--- src/rtl/shmul_pkg.sv ---
package shmul_pkg;

  typedef enum logic [1:0] {
    ST_IDLE = 2'd0,
    ST_INIT = 2'd1,
    ST_STEP = 2'd2,
    ST_FIN  = 2'd3
  } shmul_st_e;

  // Datapath strobes driven by the controller
  typedef struct packed {
    logic ld_a;   // load multiplicand from x
    logic ld_b;   // load multiplier from y
    logic clr_m;  // clear accumulator
    logic clr_i;  // clear iteration counter
    logic inc_i;  // increment iteration counter
    logic add_m;  // accumulate multiplicand
    logic shl_a;  // multiplicand one place left
    logic shr_b;  // multiplier one place right
  } shmul_strb_t;

endpackage

--- src/rtl/shmul_rstsync.sv ---
module shmul_rstsync #(
  parameter int STAGES = 2
) (
  input  logic clk,
  input  logic rst_n,
  output logic rst_sync_n
);

  logic [STAGES-1:0] sync_q;

  always_ff @(posedge clk or negedge rst_n) begin
    if (!rst_n) sync_q <= '0;
    else        sync_q <= {sync_q[STAGES-2:0], 1'b1};
  end

  assign rst_sync_n = sync_q[STAGES-1];

endmodule

--- src/rtl/shmul_ctrl.sv ---
module shmul_ctrl
  import shmul_pkg::*;
(
  input  logic        clk,
  input  logic        rst_n,
  input  logic        start,
  input  logic        b_lsb,
  input  logic        cnt_top,
  output shmul_strb_t strb,
  output shmul_st_e   state,
  output logic        done
);

  shmul_st_e st_q, st_d;
  logic      done_q, done_d, done_en;

  // next-state and strobe decode
  always_comb begin
    st_d = st_q;
    strb = '0;
    unique case (st_q)
      ST_IDLE: if (start) st_d = ST_INIT;
      ST_INIT: begin
        strb.ld_a  = 1'b1;
        strb.ld_b  = 1'b1;
        strb.clr_m = 1'b1;
        strb.clr_i = 1'b1;
        st_d       = ST_STEP;
      end
      ST_STEP: begin
        if (cnt_top) begin
          st_d = ST_FIN;
        end else begin
          strb.inc_i = 1'b1;
          strb.shl_a = 1'b1;
          strb.shr_b = 1'b1;
          strb.add_m = b_lsb;
        end
      end
      ST_FIN:  st_d = ST_IDLE;
      default: st_d = ST_IDLE;
    endcase
  end

  // done: cleared on acceptance, set when the loop has finished
  always_comb begin
    done_en = ((st_q == ST_IDLE) && start) || (st_q == ST_FIN);
    done_d  = (st_q == ST_FIN);
  end

  always_ff @(posedge clk or negedge rst_n) begin
    if (!rst_n) begin
      st_q   <= ST_IDLE;
      done_q <= 1'b0;
    end else begin
      st_q <= st_d;
      if (done_en) done_q <= done_d;
    end
  end

  assign state = st_q;
  assign done  = done_q;

endmodule

--- src/rtl/shmul_dpath.sv ---
module shmul_dpath
  import shmul_pkg::*;
#(
  parameter int OPW = 16,
  localparam int PW = 2 * OPW,
  localparam int CW = $clog2(OPW) + 1
) (
  input  logic          clk,
  input  logic          rst_n,
  input  shmul_strb_t   strb,
  input  logic [OPW-1:0] x,
  input  logic [OPW-1:0] y,
  output logic [PW-1:0] z,
  output logic          b_lsb,
  output logic [CW-1:0] cnt
);

  logic [PW-1:0]  a_q, a_d, m_q, m_d;
  logic [OPW-1:0] b_q, b_d;
  logic [CW-1:0]  i_q, i_d;
  logic           a_en, b_en, m_en, i_en;

  always_comb begin
    a_en = strb.ld_a | strb.shl_a;
    a_d  = strb.ld_a ? {{OPW{1'b0}}, x} : {a_q[PW-2:0], 1'b0};

    b_en = strb.ld_b | strb.shr_b;
    b_d  = strb.ld_b ? y : {1'b0, b_q[OPW-1:1]};

    m_en = strb.clr_m | strb.add_m;
    m_d  = strb.clr_m ? '0 : (m_q + a_q);

    i_en = strb.clr_i | strb.inc_i;
    i_d  = strb.clr_i ? '0 : (i_q + 1'b1);
  end

  always_ff @(posedge clk or negedge rst_n) begin
    if (!rst_n) begin
      a_q <= '0;
      b_q <= '0;
      m_q <= '0;
      i_q <= '0;
    end else begin
      if (a_en) a_q <= a_d;
      if (b_en) b_q <= b_d;
      if (m_en) m_q <= m_d;
      if (i_en) i_q <= i_d;
    end
  end

  assign z     = m_q;
  assign b_lsb = b_q[0];
  assign cnt   = i_q;

endmodule

--- src/rtl/shmul_top.sv ---
module shmul_top
  import shmul_pkg::*;
#(
  parameter int OPW = 16
) (
  input  logic             clk,
  input  logic             rst_n,
  input  logic             start,
  input  logic [OPW-1:0]   x,
  input  logic [OPW-1:0]   y,
  output logic [2*OPW-1:0] z,
  output logic             done
);

  localparam int CW = $clog2(OPW) + 1;

  logic          rst_q_n;
  shmul_strb_t   strb;
  shmul_st_e     state;
  logic          b_lsb;
  logic [CW-1:0] cnt;

  // loop exit uses only the counter's top bit, so OPW must be a power of two
  generate
    if ((1 << (CW - 1)) != OPW) begin : g_bad_width
      $error("shmul_top: OPW must be a power of two");
    end
  endgenerate

  shmul_rstsync #(.STAGES(2)) u_rst (
    .clk        (clk),
    .rst_n      (rst_n),
    .rst_sync_n (rst_q_n)
  );

  shmul_ctrl u_ctrl (
    .clk     (clk),
    .rst_n   (rst_q_n),
    .start   (start),
    .b_lsb   (b_lsb),
    .cnt_top (cnt[CW-1]),
    .strb    (strb),
    .state   (state),
    .done    (done)
  );

  shmul_dpath #(.OPW(OPW)) u_dp (
    .clk   (clk),
    .rst_n (rst_q_n),
    .strb  (strb),
    .x     (x),
    .y     (y),
    .z     (z),
    .b_lsb (b_lsb),
    .cnt   (cnt)
  );

endmodule

--- config.mk ---
export PLATFORM = sky130hd
export DESIGN_NAME = shmul_top
export DESIGN_NICKNAME = d
export VERILOG_FILES = /design/src/rtl/shmul_pkg.sv /design/src/rtl/shmul_rstsync.sv /design/src/rtl/shmul_ctrl.sv /design/src/rtl/shmul_dpath.sv /design/src/rtl/shmul_top.sv
export SDC_FILE = /design/constraint.sdc
export NUM_CORES = 1
export LEC_CHECK = 0
export BUFFER_PORTS_ARGS = -buffer_cell sky130_fd_sc_hd__buf_2
export CAP_MARGIN = 20
export CORE_MARGIN = 2
export CORE_UTILIZATION = 45
export CTS_CLUSTER_SIZE = 14
export DETAILED_ROUTE_END_ITERATION = 10
export PLACE_DENSITY = 0.64
export SYNTH_ARGS = -nofsm -noshare
export SYNTH_HDL_FRONTEND = slang
export SYNTH_HIERARCHICAL = 1
export SYNTH_SLANG_ARGS = --single-unit
--- constraint.sdc ---
create_clock -name clk -period 4.3 [get_ports clk]
set_clock_uncertainty 0.05 [all_clocks]
set_input_delay 0.43 -clock clk [delete_from_list [all_inputs] [get_ports clk]]
set_output_delay 0.43 -clock clk [all_outputs]
set_load 0.02 [all_outputs]
# Word-level counts from Yosys, hierarchy flattened
# Cells that the tools add are included.
[word_totals] register_bits=90 in_bits=35 wordCells=32 out_inout_bits=33
[classes] eq_ne=5 add_sub_neg=2 bitwise=4 n_reduce_logical=4 muxes=10
[ops] op="32-bit 2-to-1 mux" n=2
[ops] op="32-bit adder" n=1
[ops] op="16-bit 2-to-1 mux" n=1
[ops] op="4-bit 2-to-1 mux" n=3
[ops] op="2-bit one-hot mux with 4 select lines" n=1
[ops] op="5-bit by 1-bit adder with 5-bit output (second input constant)" n=1
[ops] op="5-bit 2-to-1 mux" n=1
[ops] op="2-bit == test (second input constant)" n=2
[ops] op="2-bit 2-to-1 mux" n=2
[ops] op="1-bit bitwise OR" n=4
[ops] op="2-bit by 1-bit == test with 1-bit output (second input constant)" n=1
[ops] op="2-bit logical NOT" n=1
[ops] op="2-bit by 1-bit != test with 1-bit output (second input constant)" n=1
[ops] op="2-bit != test (second input constant)" n=1
[ops] op="2-bit AND reduction" n=1
[ops] op="1-bit logical AND" n=1
[ops] op="1-bit logical OR" n=1

# Longest topological paths before layout
[depth] word_depth=3 depth_mapped=12

# Cells and area by module
# The synthesis kept the hierarchy.
[by_module_without_submodules] mod="shmul_dpath" area_each_um2=5212.5 seq_area_each_um2=2127.0 cells_each=544 instances=1
[by_module_without_submodules] mod="shmul_ctrl" area_each_um2=256.5 seq_area_each_um2=75.1 cells_each=23 instances=1
[by_module_without_submodules] mod="shmul_rstsync" area_each_um2=53.8 seq_area_each_um2=50.0 cells_each=3 instances=1

# Worst setup path after synthesis
# OpenSTA, ideal clock, no wires.
[synth_timing] kind="register to register" start="register u_dp.m_q[0] (netlist: u_dp/z[0])" end="register u_dp.m_q[30] (netlist: u_dp/z[30])" setup_slack_ns=1.393 arrival_time_ns=2.736 synth_period_minus_slack_ns=2.907 t_required_ns=4.129 path_stages_with_launch=13 path_cell_list="dfrtp_1 > ha_1 > inv_1 > fa_1 > nor2b_4 > o21ai_2 > a2111oi_4 > o211ai_2 > a211oi_2 > nor2_2 > o31ai_2 > xor2_1 > a22o_2"
[synth_via] elab_chain_len=2
[synth_rtl] item="from (decl)" line="shmul_dpath.sv:18" text="logic [PW-1:0] a_q, a_d, m_q, m_d;"
[synth_rtl] item="from (signal assigned)" line="shmul_dpath.sv:46" text="if (m_en) m_q <= m_d;"
[synth_rtl] item="32-bit adder" line="shmul_dpath.sv:31" text="m_d = strb.clr_m ? '0 : (m_q + a_q);"
[synth_rtl] item="32-bit 2-to-1 mux" line="shmul_dpath.sv:31"
# Every way passes these cells.
# A chain may end at the register's enable or synchronous reset.

# Worst setup path after layout
# Same ends and word-level chain as after synthesis.

==> results.txt <==
Final wirelength - 11500 um
Final-report setup violation count - 0
CTS clk-pin slew, worst paths - 70 ps
Peak supply drop - 0.000395 V
Antenna diode count - 0
Starting utilization of the core area - 46.0%
Arrival @ worst endpoint - 3210 ps
Mean routed wirelength per cell - 15.0 um
Area added between synthesis and finish - 12.5%
Num rows - 40
Final period utilization - 70.4%
Number of ports placed on the die boundary - 68
Overall die width - 115 um
P_leak - 0.00304 uW
Critical Setup Path Class - register to register
Share of async-settable or async-resettable flops after synthesis - 100%
Master of the slowest instance on the critical path - sky130_fd_sc_hd__a2111oi_4
Clock tree from TritonCTS - yes
Number of gates resized after cts - 0
Sequential area share after synthesis - 40.8%
Final standard cell count with taps included and fillers excluded - 770
Max-slew violation total from the final report - 0
Area of the core - 12000 um^2
DIE AREA - 13200 um^2
Leading cell types in the layout, fill and taps excluded - sky130_fd_sc_hd__dfrtp_1 (89), sky130_fd_sc_hd__buf_2 (67), sky130_fd_sc_hd__mux2i_1 (62)
Status - finished, final reports clean
Total buffers and inverters traversed by the critical path - 1
Summed instance area of the synthesized netlist - 5520 um^2
Root buffer selected by CTS - sky130_fd_sc_hd__clkbuf_16
Latest clock arrival within the worst-skew pair - 350 ps
Total via count after detailed routing - 4252
Transition time at the pin with the least slew margin - 892 ps
Maximum number of pins on one net before global-route repair - 78
Cell type contributing the most total cell area after synthesis - sky130_fd_sc_hd__dfrtp_1
Worst setup SP type - register
Max-Cap Viols - 0
Ranking of synthesized cells by area - sky130_fd_sc_hd__dfrtp_1 (41%), sky130_fd_sc_hd__mux2i_1 (11%), sky130_fd_sc_hd__ha_1 (8.4%), sky130_fd_sc_hd__nor2_1 (4.1%), sky130_fd_sc_hd__o21ai_0 (3.7%)
Final core area utilization - 51.7%
Required arrival time at the worst endpoint - 4490 ps
Final hold violations - 0
Total routing resource utilization after global routing - 18.6%
Unrepaired setup endpoints after global routing - no
Number of fillers in the final layout - 1139
TritonRoute pass-1 iters - 6
Final critical path time including I/O delays and setup - 3030 ps
Count of state elements after synthesis - 90
Number of sinks handled by clock tree synthesis - 90
Post-route DRC - 0
Kind of cell adding the most delay to the critical path - compound AO/OA/AOI/OAI gates
Number of DRC markers in iteration 0 - 163
Sort of element at the end of the critical path - register
HPWL reported at the end of detailed placement - 8040 um
Avg Synthesized Cell Area - 9.69 um^2
Number of distinct library cell variants in the gate-level netlist after synthesis - 61
Max Fclk - 330 MHz
Biggest cell delay along the critical path - 450 ps
Most frequent standard cell in the layout excluding fill and tap cells - sky130_fd_sc_hd__dfrtp_1
Nets - 691
Post-Route Setup TNS - 0 ps
Cell breakdown of the critical path - ha_1 -> inv_1 -> fa_1 -> nor2b_4 -> o21ai_2 -> a2111oi_4 -> o211ai_2 -> a211oi_2 -> nor2_2 -> o31ai_2 -> xor2_1 -> a22o_2
Port Buffers - 67
Chip height - 115 um
Post-CTS setup buffers - 0
Antenna Nets Post-Route - 0
CTS Hold Buffers Added - 1
Power density over cell area - 639 nW/um^2
Share of layout cells above drive strength 1 - 17.5%
Synth top area share - 40.8%
First-pass GRT wire length - 19700 um
Number of enable-type register cells in the synthesized netlist - 0
Worst-path maximum fanout - 5
Hold WS - 233 ps
Number of antenna violations at the first check in global routing - 0
Mapped Cells - 570
Via count of the first global-routing pass - 4214
Worst slew margin - 40.6%
Post-Synthesis Net Count - 643
Synth warnings - 6
Final Wtd Congestion - 0.850
Dominant register cell in the synthesized netlist - sky130_fd_sc_hd__dfrtp_1
Number of placed instances with taps included - 753
Clk buf depth - 2
Path class of the lowest-slack min-delay path - input port to register
Total clock buffers created by CTS - 9
Routed via count divided by cell count - 5.52
Global route total overflow - 0
Maximum level of the CTS H-tree - 3
[layout make-up]
type	count	area, um^2	share of cell area (%)
tap	147	184	2.96
multi-input combinational	433	3060	49.3
clock buffer	11	253	4.07
sequential	90	2260	36.3
inverter	12	45.0	0.725
timing repair buffer	72	375	6.04
clock inverter	5	38.8	0.624
[logic make-up after synthesis]
logic type / after synthesis / share of synthesized area (%)
other: 1 / 0.0679
AOI/OAI and AO/OA: 138 / 16.7
adders and majority gates: 38 / 8.74
xor gates and xnor gates: 27 / 4.28
DFF: 90 / 40.8
muxes: 64 / 11.7
and+or+nand+nor: 165 / 13.7
buffers and inverters: 47 / 4.06
[synth_stat cells, types with 4 or more instances]
library cell and count:
sky130_fd_sc_hd__nand2_1 54, sky130_fd_sc_hd__nand2b_1 8, sky130_fd_sc_hd__nand4_1 9, sky130_fd_sc_hd__a22o_1 5
sky130_fd_sc_hd__ha_1 37, sky130_fd_sc_hd__buf_4 6, sky130_fd_sc_hd__inv_1 12, sky130_fd_sc_hd__nor2_1 61
sky130_fd_sc_hd__a21oi_1 31, sky130_fd_sc_hd__o21ai_0 41, sky130_fd_sc_hd__nor2b_1 4, sky130_fd_sc_hd__o211ai_1 4
sky130_fd_sc_hd__o21bai_1 5, sky130_fd_sc_hd__mux2i_1 62, sky130_fd_sc_hd__dfrtp_1 90, sky130_fd_sc_hd__xnor2_1 16
sky130_fd_sc_hd__xor2_1 11, sky130_fd_sc_hd__clkbuf_1 18, sky130_fd_sc_hd__nand3b_1 4, sky130_fd_sc_hd__a211oi_1 10
sky130_fd_sc_hd__nand3_1 11, sky130_fd_sc_hd__a21o_1 17
[worst register-to-register path: stages, from the launching register on]
cell and delay, ps:
sky130_fd_sc_hd__dfrtp_1 380, sky130_fd_sc_hd__ha_1 210, sky130_fd_sc_hd__inv_1 60, sky130_fd_sc_hd__fa_1 440, sky130_fd_sc_hd__nor2b_4 140, sky130_fd_sc_hd__o21ai_2 90, sky130_fd_sc_hd__a2111oi_4 450, sky130_fd_sc_hd__o211ai_2 170
sky130_fd_sc_hd__a211oi_2 220, sky130_fd_sc_hd__nor2_2 110, sky130_fd_sc_hd__o31ai_2 270, sky130_fd_sc_hd__xor2_1 90, sky130_fd_sc_hd__a22o_2 230
[per-stage QoR]
stage               power, uW  instance area, um^2  worst slack [ps]
floorplan                2840                 5520              1390
global placement         3180                 5910              1380
detailed placement       3230                 5910              1310
CTS                      4020                 6210              1250
global route             4310                 6210              1130
finish                   3970                 6210              1270
[routing by layer]
| metal | up-vias | wire length (um) | global-route usage (%) |
|---|---|---|---|
| met2 | 78 | 5330 | 29.6 |
| met5 | - | 0 | 0 |
| li1 | 2115 | - | - |
| met3 | 11 | 464 | 4.16 |
| met1 | 2048 | 5580 | 25.4 |
| met4 | 0 | 172 | 6.35 |
[registers in the layout (all words and copies together) (netlist names)]
signal,flops
u_dp/b_q,16
u_ctrl/done,1
u_rst/sync_q,2
u_dp/z,32
u_dp/a_q,32
u_ctrl/state,2
u_dp/cnt,5
[worst paths after layout]
| path | startpoint | to | slack, ps | cells past startpoint |
|---|---|---|---|---|
| min in group asynchronous | rst_n | u_rst/sync_q[1]$_DFF_PN0_ | 340 | 2 |
| max in group asynchronous | u_rst/sync_q[1]$_DFF_PN0_ | u_dp/z[22]$_DFFE_PN0P_ | 2920 | 1 |
| max | u_dp/z[0]$_DFFE_PN0P_ | u_dp/z[30]$_DFFE_PN0P_ | 1270 | 12 |
| min reg2reg | u_rst/sync_q[0]$_DFF_PN0_ | u_rst/sync_q[1]$_DFF_PN0_ | 310 | 0 |
| max reg2reg | u_dp/z[0]$_DFFE_PN0P_ | u_dp/z[30]$_DFFE_PN0P_ | 1270 | 12 |
| min | y[6] | u_dp/b_q[6]$_DFFE_PN0P_ | 230 | 3 |
[power by group]
part | total (uW) | switching [uW] | internal [uW]
combinational | 1890 | 1110 | 780
clock | 762 | 337 | 425
sequential | 1320 | 210 | 1110
total | 3970 | 1650 | 2310
Note: power is estimated with default switching activity, not from simulation.
